<file path="config.mk">
export PLATFORM = sky130hd
export DESIGN_NAME = retstk_unit
export DESIGN_NICKNAME = d
export VERILOG_FILES = /design/src/rtl/retstk_pkg.sv /design/src/rtl/retstk_cond.sv /design/src/rtl/retstk_ctrl.sv /design/src/rtl/retstk_lifo.sv /design/src/rtl/retstk_unit.sv
export SDC_FILE = /design/constraint.sdc
export NUM_CORES = 1
export LEC_CHECK = 0
export BUFFER_PORTS_ARGS = -buffer_cell sky130_fd_sc_hd__buf_2
export CAP_MARGIN = 10
export CORE_MARGIN = 3
export CORE_UTILIZATION = 50
export DETAILED_ROUTE_END_ITERATION = 8
export PLACE_DENSITY_LB_ADDON = 0.3
export RECOVER_POWER = 100
export SETUP_SLACK_MARGIN = 0.05
export SLEW_MARGIN = 20
export SYNTH_ARGS = -nofsm -noshare
export SYNTH_HDL_FRONTEND = slang
export SYNTH_SLANG_ARGS = --single-unit
</file>
<file path="constraint.sdc">
create_clock -name clk -period 9.1 [get_ports clk]
set_input_delay 1.82 -clock clk [delete_from_list [all_inputs] [get_ports clk]]
set_output_delay 1.82 -clock clk [all_outputs]
set_load 0.01 [all_outputs]
</file>
<file path="src/rtl/retstk_pkg.sv">
package retstk_pkg;

    localparam int ADDR_W    = 16;
    localparam int STK_DEPTH = 16;
    localparam int ACC_W     = 8;

    typedef enum logic [2:0] {
        CC_CARRY  = 3'd0,
        CC_NCARRY = 3'd1,
        CC_ZERO   = 3'd2,
        CC_NZERO  = 3'd3,
        CC_SIGN   = 3'd4,
        CC_RSV5   = 3'd5,
        CC_RSV6   = 3'd6,
        CC_ALWAYS = 3'd7
    } cond_e;

    typedef struct packed {
        logic carry;
        logic sign;
        logic zero;
    } flags_t;

    typedef enum logic [1:0] {
        ACT_HOLD = 2'd0,
        ACT_SEQ  = 2'd1,
        ACT_JUMP = 2'd2,
        ACT_POP  = 2'd3
    } ip_act_e;

    typedef struct packed {
        ip_act_e act;
        logic    push;
        logic    pop;
        logic    ovf_ev;
        logic    unf_ev;
    } plan_t;

    function automatic logic cond_true(input cond_e c, input flags_t f);
        logic r;
        case (c)
            CC_CARRY:  r = f.carry;
            CC_NCARRY: r = !f.carry;
            CC_ZERO:   r = f.zero;
            CC_NZERO:  r = !f.zero;
            CC_SIGN:   r = f.sign;
            CC_ALWAYS: r = 1'b1;
            default:   r = 1'b0;
        endcase
        return r;
    endfunction

endpackage

</file>
<file path="src/rtl/retstk_cond.sv">
module retstk_cond
    import retstk_pkg::*;
#(
    parameter int AW_ACC = ACC_W
) (
    input  logic [2:0]        cond_code,
    input  logic              carry,
    input  logic              sign,
    input  logic [AW_ACC-1:0] acc,
    output logic              ok
);
    flags_t flags;

    always_comb begin
        flags.carry = carry;
        flags.sign  = sign;
        flags.zero  = (acc == '0);
        ok          = cond_true(cond_e'(cond_code), flags);
    end

endmodule

</file>
<file path="src/rtl/retstk_ctrl.sv">
module retstk_ctrl
    import retstk_pkg::*;
(
    input  logic  step_req,
    input  logic  call_req,
    input  logic  ret_req,
    input  logic  cond_ok,
    input  logic  full,
    input  logic  empty,
    output plan_t plan
);
    always_comb begin
        plan        = '0;
        plan.act    = ACT_HOLD;
        if (call_req) begin
            if (!full) begin
                plan.push = 1'b1;
                plan.act  = ACT_JUMP;
            end else begin
                plan.ovf_ev = 1'b1;
                plan.act    = ACT_SEQ;
            end
        end else if (ret_req) begin
            if (cond_ok && !empty) begin
                plan.pop = 1'b1;
                plan.act = ACT_POP;
            end else begin
                plan.unf_ev = cond_ok;
                plan.act    = ACT_SEQ;
            end
        end else if (step_req) begin
            plan.act = ACT_SEQ;
        end
    end

endmodule

</file>
<file path="src/rtl/retstk_lifo.sv">
module retstk_lifo #(
    parameter int DW    = 16,
    parameter int DEPTH = 16,
    localparam int CNT_W = $clog2(DEPTH + 1),
    localparam int IDX_W = (DEPTH > 1) ? $clog2(DEPTH) : 1
) (
    input  logic             clk,
    input  logic             rst,
    input  logic             push,
    input  logic             pop,
    input  logic [DW-1:0]    push_data,
    output logic [DW-1:0]    top_data,
    output logic [CNT_W-1:0] count,
    output logic             full,
    output logic             empty
);
    logic [DW-1:0]    mem [DEPTH];
    logic [CNT_W-1:0] cnt_q;
    logic [CNT_W-1:0] top_pos;

    assign full    = (cnt_q == CNT_W'(DEPTH));
    assign empty   = (cnt_q == '0);
    assign count   = cnt_q;
    assign top_pos = cnt_q - 1'b1;
    assign top_data = empty ? '0 : mem[top_pos[IDX_W-1:0]];

    always_ff @(posedge clk) begin
        if (push && !full) begin
            mem[cnt_q[IDX_W-1:0]] <= push_data;
        end
    end

    always_ff @(posedge clk) begin
        if (rst) begin
            cnt_q <= '0;
        end else if (push && !full) begin
            cnt_q <= cnt_q + 1'b1;
        end else if (pop && !empty) begin
            cnt_q <= cnt_q - 1'b1;
        end
    end

    p_depth_bound_r8: assert property (@(posedge clk) disable iff (rst)
        cnt_q <= CNT_W'(DEPTH));

    p_push_grows_r3: assert property (@(posedge clk) disable iff (rst)
        (push && !full) |=> (cnt_q == $past(cnt_q) + 1'b1));

    p_no_overflow_r9: assert property (@(posedge clk) disable iff (rst)
        (push && full) |=> (cnt_q == CNT_W'(DEPTH)));

    p_no_underflow_r10: assert property (@(posedge clk) disable iff (rst)
        (pop && !push && empty) |=> (cnt_q == '0));

endmodule

</file>
<file path="src/rtl/retstk_unit.sv">
module retstk_unit
    import retstk_pkg::*;
#(
    parameter int AW    = ADDR_W,
    parameter int DEPTH = STK_DEPTH,
    parameter int XW    = ACC_W,
    localparam int CNT_W = $clog2(DEPTH + 1)
) (
    input  logic             clk,
    input  logic             rst,
    input  logic             step_req,
    input  logic             call_req,
    input  logic [AW-1:0]    call_target,
    input  logic             ret_req,
    input  logic [2:0]       ret_cond,
    input  logic             carry_in,
    input  logic             sign_in,
    input  logic [XW-1:0]    acc_in,
    output logic [AW-1:0]    ip_out,
    output logic [CNT_W-1:0] stack_depth,
    output logic             stack_full,
    output logic             stack_empty,
    output logic             overflow_flag,
    output logic             underflow_flag
);
    logic [AW-1:0] ip_q;
    logic [AW-1:0] ip_d;
    logic [AW-1:0] ip_inc;
    logic [AW-1:0] top_addr;
    logic          cond_ok;
    logic          ovf_q;
    logic          unf_q;
    plan_t         plan;

    assign ip_inc = ip_q + 1'b1;

    retstk_cond #(.AW_ACC(XW)) u_cond (
        .cond_code (ret_cond),
        .carry     (carry_in),
        .sign      (sign_in),
        .acc       (acc_in),
        .ok        (cond_ok)
    );

    retstk_ctrl u_ctrl (
        .step_req (step_req),
        .call_req (call_req),
        .ret_req  (ret_req),
        .cond_ok  (cond_ok),
        .full     (stack_full),
        .empty    (stack_empty),
        .plan     (plan)
    );

    retstk_lifo #(.DW(AW), .DEPTH(DEPTH)) u_lifo (
        .clk       (clk),
        .rst       (rst),
        .push      (plan.push),
        .pop       (plan.pop),
        .push_data (ip_inc),
        .top_data  (top_addr),
        .count     (stack_depth),
        .full      (stack_full),
        .empty     (stack_empty)
    );

    always_comb begin
        case (plan.act)
            ACT_SEQ:  ip_d = ip_inc;
            ACT_JUMP: ip_d = call_target;
            ACT_POP:  ip_d = top_addr;
            default:  ip_d = ip_q;
        endcase
    end

    always_ff @(posedge clk) begin
        if (rst) begin
            ip_q  <= '0;
            ovf_q <= 1'b0;
            unf_q <= 1'b0;
        end else begin
            ip_q  <= ip_d;
            ovf_q <= plan.ovf_ev;
            unf_q <= plan.unf_ev;
        end
    end

    assign ip_out         = ip_q;
    assign overflow_flag  = ovf_q;
    assign underflow_flag = unf_q;

    p_fail_hold_r6: assert property (@(posedge clk) disable iff (rst)
        (ret_req && !call_req && !cond_ok)
        |=> ($stable(stack_depth) && ip_q == AW'($past(ip_q) + 1'b1)));

    p_ret_pops_r4: assert property (@(posedge clk) disable iff (rst)
        (ret_req && !call_req && cond_ok && !stack_empty)
        |=> (stack_depth == $past(stack_depth) - 1'b1));

    p_call_wins_r11: assert property (@(posedge clk) disable iff (rst)
        (call_req && ret_req && !stack_full)
        |=> (ip_q == $past(call_target)));

    p_ovf_pulse_r9: assert property (@(posedge clk) disable iff (rst)
        (call_req && stack_full) |=> (overflow_flag && !underflow_flag));

    p_flags_excl_r10: assert property (@(posedge clk) disable iff (rst)
        !(overflow_flag && underflow_flag));

endmodule

</file>
# Yosys cells after proc, flatten, opt, wreduce, memory -nomap -nowiden
# Memories as Yosys holds them, arrays and structs flattened.
# Index checks and enable logic that the tools add are counted.
dict set report classes {
  add_sub_neg 3
  reduce_logical 14
  bitwise 2
  n_eq_ne 9
  muxes 18
}
# op n
set ops {}
lappend ops {{case mux 16 bit (3 select lines)} 1}
lappend ops {{adder 16 x 1 -> 16 bit (second input constant)} 1}
lappend ops {{2-to-1 mux 16 bit} 1}
lappend ops {{2-to-1 mux 5 bit} 2}
lappend ops {{2-to-1 mux 1 bit} 9}
lappend ops {{zero test 8 bit} 1}
lappend ops {{2-to-1 mux 2 bit} 4}
lappend ops {{equality test 3 x 2 -> 1 bit (second input constant)} 2}
lappend ops {{equality test 3 bit (second input constant)} 2}
lappend ops {{case mux 1 bit (6 select lines)} 1}
lappend ops {{adder 5 x 1 -> 5 bit (second input constant)} 1}
lappend ops {{equality test 5 bit (second input constant)} 1}
lappend ops {{zero test 5 bit} 1}
lappend ops {{subtractor 5 x 1 -> 5 bit (second input constant)} 1}
lappend ops {{equality test 2 bit (second input constant)} 2}
lappend ops {{zero test 1 bit} 4}
lappend ops {{OR reduction 4 bit} 1}
lappend ops {{equality test 3 x 1 -> 1 bit (second input constant)} 1}
lappend ops {{logical AND 1 bit} 3}
lappend ops {{zero test 3 bit} 1}
lappend ops {{nonzero test 3 bit} 1}
lappend ops {{equality test 2 x 1 -> 1 bit (second input constant)} 1}
lappend ops {{inverter 1 bit} 2}
lappend ops {{nonzero test 2 bit} 1}
lappend ops {{OR reduction 2 bit} 1}
dict set report totals {
  wordCells 51
  inputBits 34
  mem_count 1
  out_inout_bits 25
  ram_bits 256
  register_bits 23
}
# name words width read_ports rd_ports_with_merged_regs wr line_no
set mem_list {}
lappend mem_list {u_lifo.mem 16 16 1 0 1 retstk_lifo.sv:17} ;# logic [DW-1:0] mem [DEPTH];

# Longest topological paths before layout
# Gate-level depths: netlist of the first run.
dict set report depth {
  word_depth 10
  ltp_mapped 13
  depth_no_buf 8
}

# Cells and area by module
# A second synthesis of the first run with hierarchy kept.
dict set report unflattened {
  hier_cells 660
  hier_area_um2 11852.6
}
# module instances area_each_um2 seq_area_each_um2 cells_each
set by_module_without_submodules {}
lappend by_module_without_submodules {retstk_lifo 1 10375.0 7787.5 482}
lappend by_module_without_submodules {retstk_unit 1 1326.3 360.3 158}
lappend by_module_without_submodules {retstk_cond 1 82.6 0.0 11}
lappend by_module_without_submodules {retstk_ctrl 1 68.8 0.0 9}

# Least setup slack after synthesis of the first run
# Ideal clock, no wire load.
dict set report synth_path {
  path_kind {register to output}
  from {reg u_lifo.cnt_q[0], in the netlist u_lifo.count[0]}
  to {out stack_empty}
  arrival_time_ns 1.958
  path_slack_ns 5.322
  path_buffers 4
  t_required_ns 7.280
  path_stages_with_launch 9
  cell_sequence {dfxtp_1 > buf_2 > buf_4 > buf_2 > inv_1 > ha_1 > or4b_1 > clkbuf_1 > inv_2}
}
dict set report synth_between {
  elab_chain_len 1
}
# element line_no
set synth_rtl {}
lappend synth_rtl {{from (decl)} retstk_lifo.sv:18} ;# logic [CNT_W-1:0] cnt_q;
lappend synth_rtl {{from (signal assigned)} retstk_lifo.sv:37} ;# cnt_q <= cnt_q + 1'b1;
lappend synth_rtl {{from (signal assigned)} retstk_lifo.sv:39} ;# cnt_q <= cnt_q - 1'b1;
lappend synth_rtl {{zero test 5 bit} retstk_lifo.sv:22} ;# assign empty = (cnt_q == '0);
lappend synth_rtl {{to (decl)} retstk_unit.sv:22} ;# output logic stack_empty,
# No other way between the ends.

# Worst setup path after layout of the first run
dict set report layout_path {
  from {reg u_lifo.cnt_q[0], in the netlist u_lifo.count[0]}
  to {reg ip_q[4], in the netlist ip_out[4]}
}
dict set report layout_between {
  elab_chain_len 8
  word_cells_on_any_way 16
  classes_between {1 x add/sub; 4 x eq/ne; 6 x mux; 4 x reduce/logical; 1 x memory}
}
# element line_no
set layout_rtl {}
lappend layout_rtl {{parallel branches: the longest is 8 deep, another holds memory read (16 x 16 bit)} --}
lappend layout_rtl {{to (signal assigned)} retstk_unit.sv:82} ;# ip_q <= ip_d;
lappend layout_rtl {{to (decl)} retstk_unit.sv:26} ;# logic [AW-1:0] ip_q;
# Parallel ways; which one is timed is not known.
# A chain may end at the register's enable or synchronous reset.

==> flow_metrics.py, run 1 <==
metrics = {
    "global_route": {
        "grt_start_max_net_pins": 68,
        "grt_overflow": 0,
        "number_of_antenna_violations_at_the_first_check_in_global_routing": 0,
        "grt_pass1_vias": 6285,
        "global_route_wire_length_before_repair_um": 38700,
        "grt.total_usage_pct": 21.0,
    },
    "power": {
        "pwr_density_cell_nw_per_um2": 268,
        "leakage_component_of_the_power_nw": 4.17,
        "vdd_drop_max_v": 0.000169,
    },
    "critical_path": {
        "cp.required_ns": 9.53,
        "reg2reg_slack_ns": 2.91,
        "arrival_ns": 6.62,
        "setup.worst_path.start_class": "register",
        "path_class": "register to register",
        "reg2reg_to": "ip_out[4]$_SDFFE_PP0P_",
        "crit-reg2reg-launch": "u_lifo.count[0]$_SDFFE_PP0P_",
        "worst_r2r_path_depth": 9,
        "setup.worst_path.end_class": "register",
        "crit_path_max_fanout": 67,
    },
    "timing": {
        "unrepaired_setup_endpoints_after_global_routing": "no",
        "worst_hold_slack_ns": 0.564,
        "slew-limit-headroom_pct": -167,
        "final_period_minus_worst_setup_slack_ns": 6.19,
        "final.setup.tns_ns": 0,
        "fin_worst_skew_ns": 0.0152,
        "timing.final.hold_violations": 0,
        "total_count_of_max_transition_violations_in_the_final_report": 68,
        "setup_violating_endpoint_count_in_the_final_report": 0,
        "transition_at_the_pin_with_the_smallest_max_transition_slack_ns": 4.00,
        "finalCritPeriodShare_pct": 68.0,
        "timing.fmax_mhz": 162,
    },
    "drt": {
        "drt-pass1-iter-count": 6,
        "total_via_count_in_the_routed_design": 6260,
        "post_drt_wl_per_cell_um": 25.3,
        "final_antenna_net_count": 0,
        "wirelength_um": 25700,
        "detail_route.drc_violations": 0,
        "routed_via_density": 6.16,
        "drt-initial-drc-count": 564,
    },
    "cts": {
        "post_cts_hold_buffer_count": 0,
        "clockRootBuffer": "clkbuf_16",
        "htreeDepth": 1,
        "clkSlewWorstSetupHoldPaths_ns": 0.06,
        "cts_tree": "built",
        "cts_sinks": 279,
        "worst_skew_pair_later_pin_latency_ns": 0.53,
        "cts_setup_buffers": 0,
        "cts_resized": 0,
        "numCtsBuffers": 27,
        "clock_tree.buffer_depth": 3,
    },
    "logic_synthesis": {
        "synth_most_common_cell": "edfxtp_1",
        "yosysTopAreaCellShare_pct": 66.8,
        "synth-seq-area-share_pct": 70.8,
        "synth_seq_cells": 279,
        "postSynthAreaPerCell_um2": 17.8,
        "postSynth.asyncResetShare_pct": 0,
        "synth-edff-count": 256,
        "synth_common_cells": "edfxtp_1, mux4_2, nand2_1",
        "syn_nets": 686,
        "synth.distinct_cells": 53,
        "postSynth.topFlopCell": "edfxtp_1",
        "synth_top_cells_by_area": "edfxtp_1, mux4_2, dfxtp_1, a211oi_1, mux2i_1",
        "syn_inst": 646,
        "netlist_area_um2": 11500,
        "yosysTopAreaCell": "edfxtp_1",
        "yosys_warnings": 0,
    },
    "floorplan": {
        "chipHeight_um": 158,
        "chipWidth_um": 158,
        "dieArea_um2": 24900,
        "initial_core_util_pct": 51.8,
        "placementRows": 54,
        "coreArea_um2": 22200,
        "io-pin-count": 59,
    },
    "placement": {
        "gp_routability_congestion": 0.835,
        "placed_cells": 970,
        "io_buffers": 58,
        "hpwl_um": 15800,
    },
    "final_layout": {
        "finalCoreUtilization_pct": 58.0,
        "layout.cells.non_filler": 1017,
        "insertedDiodeCount": 0,
        "finalNetCount": 759,
        "share_of_layout_cells_above_drive_strength_1_pct": 19.7,
        "areaGrowthSynthToFinish_pct": 12.0,
        "fill_cells": 1640,
    },
    "hold_path": {
        "min_from": "ip_out[14]$_SDFFE_PP0P_",
        "worstHoldPathType": "register to register",
        "hold-path-endpoint": "ip_out[14]$_SDFFE_PP0P_",
        "whs_path_depth": 2,
    },
    "run_status": {
        "violated_checks": "capacitance limit, slew limit",
        "outcome": "finished with violations",
    },
    "run": {
        "max_cap_viol_count": 1,
    },
}
## area by class of cell
| class | count | area (um2) | area share [%] |
|---|---|---|---|
| clock buffer | 31 | 691 | 5.36 |
| inverter | 6 | 22.5 | 0.175 |
| multi-input combinational | 324 | 3150 | 24.5 |
| sequential | 279 | 8150 | 63.3 |
| timing repair buffer | 81 | 359 | 2.79 |
| tap | 280 | 350 | 2.72 |
| clock inverter | 16 | 158 | 1.22 |
## flip-flops by register name (all words and copies together) (netlist names)
| name | flops |
|---|---|
| ip_out | 16 |
| overflow_flag | 1 |
| u_lifo.count | 5 |
| u_lifo.mem | 256 |
| underflow_flag | 1 |
## worst max-delay path by stage
| stage | cells past startpoint | startpoint | to |
|---|---|---|---|
| 3_5_place_dp | 7 | acc_in[5] | ip_out[6]$_SDFFE_PP0P_ |
| 2_1_floorplan | 8 | u_lifo.count[0]$_SDFFE_PP0P_ | stack_empty |
| 3_3_place_gp | 7 | acc_in[5] | u_lifo.count[1]$_SDFFE_PP0P_ |
| 4_1_cts | 5 | u_lifo.count[0]$_SDFFE_PP0P_ | stack_empty |
| 5_1_grt | 9 | u_lifo.count[0]$_SDFFE_PP0P_ | ip_out[4]$_SDFFE_PP0P_ |
| 6_report | 9 | u_lifo.count[0]$_SDFFE_PP0P_ | ip_out[4]$_SDFFE_PP0P_ |
## per-stage QoR
step | worst slack, ns | power [mW] | instance area, um2
2_1_floorplan | 5.32 | 2.15 | 11500
3_3_place_gp | 5.17 | 2.36 | 12200
3_5_place_dp | 5.07 | 2.38 | 12200
4_1_cts | 4.54 | 3.46 | 13000
5_1_grt | 2.36 | 3.61 | 12900
6_report | 2.91 | 3.45 | 12900
## cells in the final DEF (no fill, tap or decap), types with 13 or more instances in the layout
| cell type | n |
|---|---|
| nor2b_1 | 13 |
| nand2_1 | 38 |
| nor2_1 | 35 |
| buf_2 | 32 |
| a211oi_1 | 21 |
| edfxtp_1 | 256 |
| dfxtp_1 | 22 |
| mux2i_1 | 15 |
| mux4_2 | 66 |
| clkbuf_1 | 49 |
| clkbuf_16 | 27 |
| xnor2_1 | 13 |
| a21oi_1 | 20 |
## routing by layer
| metal | up-vias | track usage (%) | part of all wire, % |
|---|---|---|---|
| li1 | 2754 | - | - |
| met1 | 3194 | 30.1 | 41 |
| met2 | 268 | 34.5 | 50 |
| met3 | 44 | 2.68 | 7.4 |
| met4 | 0 | 5.50 | 2.0 |
| met5 | - | 0 | 0 |
## critical path, stage by stage (launching register included)
cell and delay, ns:
dfxtp_4 0.95, inv_1 0.31, ha_1 0.38, clkbuf_1 2.80, mux4_2 0.67, nor2b_1 0.16, a211oi_1 0.07, a21oi_1 0.33
nand2_1 0.10, a211oi_1 0.25
## kinds of logic (layout without fill, tap and decap cells)
group / count (synthesis) / in the layout / share of synthesized area [%]
DFF: 279 / 279 / 70.8
and+or+nand+nor: 134 / 134 / 5.78
AOI/OAI and AO/OA: 82 / 82 / 4.91
muxes: 82 / 82 / 14.3
buffers and inverters: 43 / 134 / 1.94
xor gates and xnor gates: 20 / 20 / 1.59
adders and majority gates: 6 / 6 / 0.652
## power breakdown
| group | switching [mW] | internal [mW] |
|---|---|---|
| clock network | 0.449 | 0.626 |
| logic | 0.443 | 0.358 |
| registers | 0.0674 | 1.51 |
Power figures use the tool's default switching activity.
==> run 2, diff against run 1 <==
clock period = 5.5 ns   (was 9.1 ns; I/O delays follow)
==> flow_metrics.py, run 2 (synthesis gave the netlist of run 1 again) <==
metrics = {
    "critical_path": {
        "path_class": "register to register",
        "reg2reg_slack_ns": 1.34,
        "cp_slowest_stage_delay_ns": 1.12,
        "cp.required_ns": 5.91,
        "timing.critical_path.mode_cell": "a211oi_1",
        "launch_point_of_the_critical_path": "u_lifo.count[0]$_SDFFE_PP0P_",
        "worst_r2r_path_depth": 9,
        "critical-path-slowest-cell": "clkbuf_2",
        "crit-reg2reg-launch": "u_lifo.count[0]$_SDFFE_PP0P_",
        "cp_cell_sequence": "inv_1 > ha_1 > clkbuf_2 > mux4_2 > nor2b_1 > a211oi_1 > a21oi_1 > a22oi_1 > a211oi_1",
        "crit_end": "ip_out[14]$_SDFFE_PP0P_",
        "timing.critical_path.max_delay_family": "buffers and inverters",
        "crit_buf_inv": 2,
        "reg2reg_to": "ip_out[14]$_SDFFE_PP0P_",
        "arrival_ns": 4.57,
        "setup.worst_path.end_class": "register",
        "crit_path_max_fanout": 47,
        "path_depth": 9,
        "setup.worst_path.start_class": "register",
    },
    "run_status": {
        "violated_checks": "capacitance limit, slew limit",
        "outcome": "finished with violations",
    },
    "final_layout": {
        "fill_cells": 1628,
        "finalNetCount": 762,
        "layout_commonest_cell": "edfxtp_1",
        "share_of_layout_cells_above_drive_strength_1_pct": 21.3,
        "areaGrowthSynthToFinish_pct": 12.4,
        "largest_reg_flops": 256,
        "mostFrequentLayoutCells": "edfxtp_1, mux4_2, clkbuf_1, nand2_1",
        "insertedDiodeCount": 0,
        "layout.cells.non_filler": 1023,
        "finalCoreUtilization_pct": 58.2,
    },
    "drt": {
        "wirelength_um": 27100,
        "final_antenna_net_count": 0,
        "drt-initial-drc-count": 796,
        "post_drt_wl_per_cell_um": 26.5,
        "total_via_count_in_the_routed_design": 6477,
        "detail_route.drc_violations": 0,
        "routed_via_density": 6.33,
        "drt-pass1-iter-count": 5,
    },
    "power": {
        "leakage_component_of_the_power_nw": 4.22,
        "clock_power_share_pct": 31.8,
        "power.share.sequential_pct": 45.3,
        "pwr_density_cell_nw_per_um2": 441,
        "power.internal_mw": 4.09,
        "power.share.switching_pct": 28.3,
        "power_switching_mw": 1.61,
        "vdd_drop_max_v": 0.000195,
        "comb_power_share_pct": 22.9,
    },
    "cts": {
        "cts_sinks": 279,
        "numCtsBuffers": 27,
        "clockRootBuffer": "clkbuf_16",
        "clock_tree.buffer_depth": 3,
        "cts_setup_buffers": 0,
        "htreeDepth": 1,
        "cts_tree": "built",
        "worst_skew_pair_later_pin_latency_ns": 0.54,
        "clkSlewWorstSetupHoldPaths_ns": 0.06,
        "cts_resized": 0,
        "post_cts_hold_buffer_count": 0,
    },
    "placement": {
        "hpwl_um": 16300,
        "placed_cells": 972,
        "io_buffers": 58,
        "gp_routability_congestion": 0.848,
    },
    "hold_path": {
        "whs_path_depth": 2,
        "worstHoldPathType": "register to register",
    },
    "global_route": {
        "grt.total_usage_pct": 22.2,
        "grt_pass1_vias": 6310,
        "global_route_wire_length_before_repair_um": 40600,
        "grt_start_max_net_pins": 52,
        "grt_overflow": 0,
        "number_of_antenna_violations_at_the_first_check_in_global_routing": 0,
    },
    "timing": {
        "slew-limit-headroom_pct": -25.3,
        "final_period_minus_worst_setup_slack_ns": 4.16,
        "setup_violating_endpoint_count_in_the_final_report": 0,
        "total_count_of_max_transition_violations_in_the_final_report": 69,
        "timing.final.hold_violations": 0,
        "transition_at_the_pin_with_the_smallest_max_transition_slack_ns": 1.88,
        "worst_hold_slack_ns": 0.529,
        "timing.fmax_mhz": 240,
        "unrepaired_setup_endpoints_after_global_routing": "no",
        "fin_worst_skew_ns": 0.0187,
        "final.setup.tns_ns": 0,
        "finalCritPeriodShare_pct": 75.7,
    },
    "floorplan": {
        "initial_core_util_pct": 51.8,
        "coreArea_um2": 22200,
        "chipHeight_um": 158,
        "placementRows": 54,
        "chipWidth_um": 158,
        "dieArea_um2": 24900,
        "io-pin-count": 59,
    },
    "run": {
        "max_cap_viol_count": 2,
    },
}
## run 2: cell types whose count changed in the layout (fill, tap and decap cells not counted), sizes merged
cell / change
buf: +4
inv: +3
clkbuf: -2
clkinv: +1
## run 2: through the flow
step	instance area [um2]	power [mW]	worst slack (ns)
after floorplan	11500	3.55	2.41
after global placement	12200	3.91	2.05
after detailed placement	12200	3.93	1.93
after CTS	13000	5.73	2.00
after global routing	12900	5.94	0.919
final	12900	5.71	1.34
## run 2: worst min-delay path by stage
stage / to / slack, ns / start
CTS: ip_out[15]$_SDFFE_PP0P_ / 0.53 / ip_out[15]$_SDFFE_PP0P_
detailed placement: ip_out[15]$_SDFFE_PP0P_ / 0.52 / ip_out[15]$_SDFFE_PP0P_
floorplan: ip_out[1]$_SDFFE_PP0P_ / 0.53 / ip_out[1]$_SDFFE_PP0P_
global route: ip_out[14]$_SDFFE_PP0P_ / 0.57 / ip_out[14]$_SDFFE_PP0P_
finish: ip_out[15]$_SDFFE_PP0P_ / 0.53 / ip_out[15]$_SDFFE_PP0P_
global placement: ip_out[15]$_SDFFE_PP0P_ / 0.52 / ip_out[15]$_SDFFE_PP0P_
## run 2: final cells by class
cell class,instances,area (um2),area share (%)
sequential,279,8150,63.0
timing repair buffer,84,385,2.98
clock buffer,30,687,5.31
inverter,6,22.5,0.174
multi-input combinational,324,3160,24.4
clock inverter,20,183,1.41
tap,280,350,2.71
## run 2: tightest hold or removal path: stages (launching register included)
cell and delay [ns]:
dfxtp_1 0.33, nor2_1 0.10, a211oi_1 0.05
## run 2: metal layers
metal	track usage [%]	up-vias	routed length, um
li1	-	2759	-
met1	33.6	3320	11200
met2	34.3	348	12900
met3	2.79	50	2360
met4	6.57	0	627
met5	0	-	0
## run 2: power groups by stage
stage	clock, mW	combinational, mW	sequential [mW]
after floorplan	0	0.969	2.59
after global placement	0	1.29	2.62
after detailed placement	0	1.30	2.62
after CTS	1.84	1.31	2.58
after global routing	1.94	1.41	2.59
final	1.81	1.31	2.58
==> run 3, diff against run 2 <==
ABC_AREA = 1   (was not set)
clock period = 3.9 ns   (was 5.5 ns; I/O delays follow)
==> flow_metrics.py, run 3 <==
metrics = {
    "logic_synthesis": {
        "postSynthAreaPerCell_um2": 10.6,
        "yosysTopAreaCellShare_pct": 63.2,
        "postSynth.asyncResetShare_pct": 0,
        "yosys_warnings": 0,
        "syn_nets": 1191,
        "synth_top_cells_by_area": "edfxtp_1, nand2_1, nand3_1, dfxtp_1, nor2_1",
        "postSynth.topFlopCell": "edfxtp_1",
        "synth.distinct_cells": 33,
        "synth-seq-area-share_pct": 66.9,
        "synth_most_common_cell": "nand2_1",
        "synth_common_cells": "nand2_1, edfxtp_1, nand3_1",
        "synth-edff-count": 256,
        "yosysTopAreaCell": "edfxtp_1",
        "netlist_area_um2": 12200,
        "syn_inst": 1151,
        "synth_seq_cells": 279,
    },
    "power": {
        "power.share.switching_pct": 28.0,
        "clock_power_share_pct": 35.9,
        "comb_power_share_pct": 16.7,
        "vdd_drop_max_v": 0.000476,
        "power.internal_mw": 5.29,
        "pwr_density_cell_nw_per_um2": 544,
        "power.share.sequential_pct": 47.4,
        "leakage_component_of_the_power_nw": 5.05,
        "report.power.total_mw": 7.35,
        "power_switching_mw": 2.06,
    },
    "drt": {
        "drt-pass1-iter-count": 5,
        "post_drt_wl_per_cell_um": 20.0,
        "final_antenna_net_count": 0,
        "total_via_count_in_the_routed_design": 8641,
        "detail_route.drc_violations": 0,
        "wirelength_um": 30700,
        "drt-initial-drc-count": 744,
        "routed_via_density": 5.61,
    },
    "global_route": {
        "grt_start_max_net_pins": 88,
        "grt_overflow": 0,
        "grt_pass1_vias": 8471,
        "grt.total_usage_pct": 23.4,
        "global_route_wire_length_before_repair_um": 47900,
        "number_of_antenna_violations_at_the_first_check_in_global_routing": 0,
    },
    "critical_path": {
        "crit-reg2reg-launch": "u_lifo.count[1]$_SDFFE_PP0P_",
        "setup.worst_path.end_class": "register",
        "path_class": "register to register",
        "crit_path_max_fanout": 16,
        "reg2reg_to": "u_lifo.mem[7][6]$_DFFE_PP_",
        "arrival_ns": 3.42,
        "setup.worst_path.start_class": "register",
        "reg2reg_slack_ns": 0.63,
        "cp.required_ns": 4.05,
        "worst_r2r_path_depth": 8,
    },
    "floorplan": {
        "chipWidth_um": 162,
        "chipHeight_um": 162,
        "placementRows": 56,
        "coreArea_um2": 23700,
        "dieArea_um2": 26300,
        "io-pin-count": 59,
        "initial_core_util_pct": 51.4,
    },
    "hold_path": {
        "worstHoldPathType": "input pin to register",
        "min_from": "rst",
        "whs_path_depth": 2,
        "hold-path-endpoint": "overflow_flag$_SDFF_PP0_",
    },
    "run_status": {
        "outcome": "finished with violations",
        "violated_checks": "capacitance limit, slew limit",
    },
    "final_layout": {
        "largest_reg_flops": 256,
        "layout_commonest_cell": "nand2_1",
        "mostFrequentLayoutCells": "nand2_1, edfxtp_1, nand3_1, nor2_1, clkbuf_1",
        "finalNetCount": 1239,
        "layout.cells.non_filler": 1540,
        "share_of_layout_cells_above_drive_strength_1_pct": 9.25,
        "seqCellArea_um2": 8150,
        "stdcell_area_um2": 13500,
        "area_of_the_multi_input_gates_um2": 3490,
        "areaGrowthSynthToFinish_pct": 11.0,
        "insertedDiodeCount": 0,
        "fill_cells": 2091,
    },
    "timing": {
        "finalCritPeriodShare_pct": 83.8,
        "unrepaired_setup_endpoints_after_global_routing": "no",
        "transition_at_the_pin_with_the_smallest_max_transition_slack_ns": 1.65,
        "timing.final.hold_violations": 0,
        "fin_worst_skew_ns": 0.0188,
        "setup_violating_endpoint_count_in_the_final_report": 0,
        "timing.fmax_mhz": 306,
        "final.setup.tns_ns": 0,
        "worst_hold_slack_ns": 0.535,
        "total_count_of_max_transition_violations_in_the_final_report": 36,
        "final_period_minus_worst_setup_slack_ns": 3.27,
        "slew-limit-headroom_pct": -10.4,
    },
    "cts": {
        "cts_resized": 0,
        "clock_tree.buffer_depth": 3,
        "worst_skew_pair_later_pin_latency_ns": 0.55,
        "htreeDepth": 1,
        "clockRootBuffer": "clkbuf_16",
        "numCtsBuffers": 28,
        "post_cts_hold_buffer_count": 0,
        "cts_setup_buffers": 0,
        "cts_sinks": 279,
        "cts_tree": "built",
        "clkSlewWorstSetupHoldPaths_ns": 0.07,
    },
    "placement": {
        "gp_routability_congestion": 0.862,
        "hpwl_um": 18500,
        "dpl_cell_area_um2": 12700,
        "io_buffers": 58,
        "placed_cells": 1488,
    },
    "run": {
        "max_cap_viol_count": 4,
    },
}
==> run 3: kinds of logic after synthesis <==
logic type / Yosys count / share of synthesized area [%]
flops: 279 / 66.9
buf+inv: 104 / 4.35
simple gates: 707 / 25.3
xor+xnor: 14 / 1.01
fa+ha+maj: 6 / 0.617
compound gates: 41 / 1.74
==> run 3: layer usage <==
layer | track usage (%) | share of wire, % | wire [um] | up-vias
met5 | 0 | 0 | 0 | -
met4 | 8.76 | 3.5 | 1070 | 0
met3 | 2.96 | 7.4 | 2260 | 75
met2 | 39.0 | 48 | 14800 | 342
met1 | 31.8 | 41 | 12600 | 4158
li1 | - | - | - | 4066
==> run 3: worst max path at each step <==
stage / start / end / slack [ns] / cells past startpoint
after detailed placement: u_lifo.count[1]$_SDFFE_PP0P_ / u_lifo.mem[2][3]$_DFFE_PP_ / 1.11 / 7
final: u_lifo.count[1]$_SDFFE_PP0P_ / u_lifo.mem[7][6]$_DFFE_PP_ / 0.63 / 8
after global routing: u_lifo.count[1]$_SDFFE_PP0P_ / ip_out[12]$_SDFFE_PP0P_ / 0.47 / 13
after global placement: call_req / u_lifo.mem[2][3]$_DFFE_PP_ / 1.14 / 5
after floorplan: u_lifo.count[0]$_SDFFE_PP0P_ / u_lifo.mem[4][0]$_DFFE_PP_ / 0.81 / 9
after CTS: u_lifo.count[1]$_SDFFE_PP0P_ / u_lifo.mem[2][8]$_DFFE_PP_ / 1.10 / 7
==> run 3: final cells by class <==
cell class | count | share of cell area, %
multi-input combinational | 768 | 25.9
clock inverter | 16 | 1.02
tap | 319 | 2.96
sequential | 279 | 60.3
timing repair buffer | 80 | 2.84
inverter | 42 | 1.19
clock buffer | 36 | 5.79
==> run 3: power by group through the flow <==
stage               combinational (mW)  clock [mW]  sequential, mW
global route                      1.36        2.80            3.49
floorplan                        0.852           0            3.53
finish                            1.23        2.64            3.48
global placement                  1.23           0            3.54
CTS                               1.25        2.67            3.48
detailed placement                1.25           0            3.54
==> run 3: metrics by stage <==
stage,utilization [%],worst slack [ns]
after global placement,53.8,1.14
final,57.0,0.633
after CTS,57.7,1.10
after floorplan,-,0.814
after global routing,57.0,0.472
after detailed placement,53.8,1.11
==> run 3: worst max-delay path, cell delays in order, from the launching register on <==
cell      delay (ns)
dfxtp_1         0.49
inv_1           0.15
ha_1            0.26
nand3_1         0.20
nand2_4         0.18
inv_1           0.23
nand2_1         0.20
nor2_1          0.35
clkbuf_1        0.82
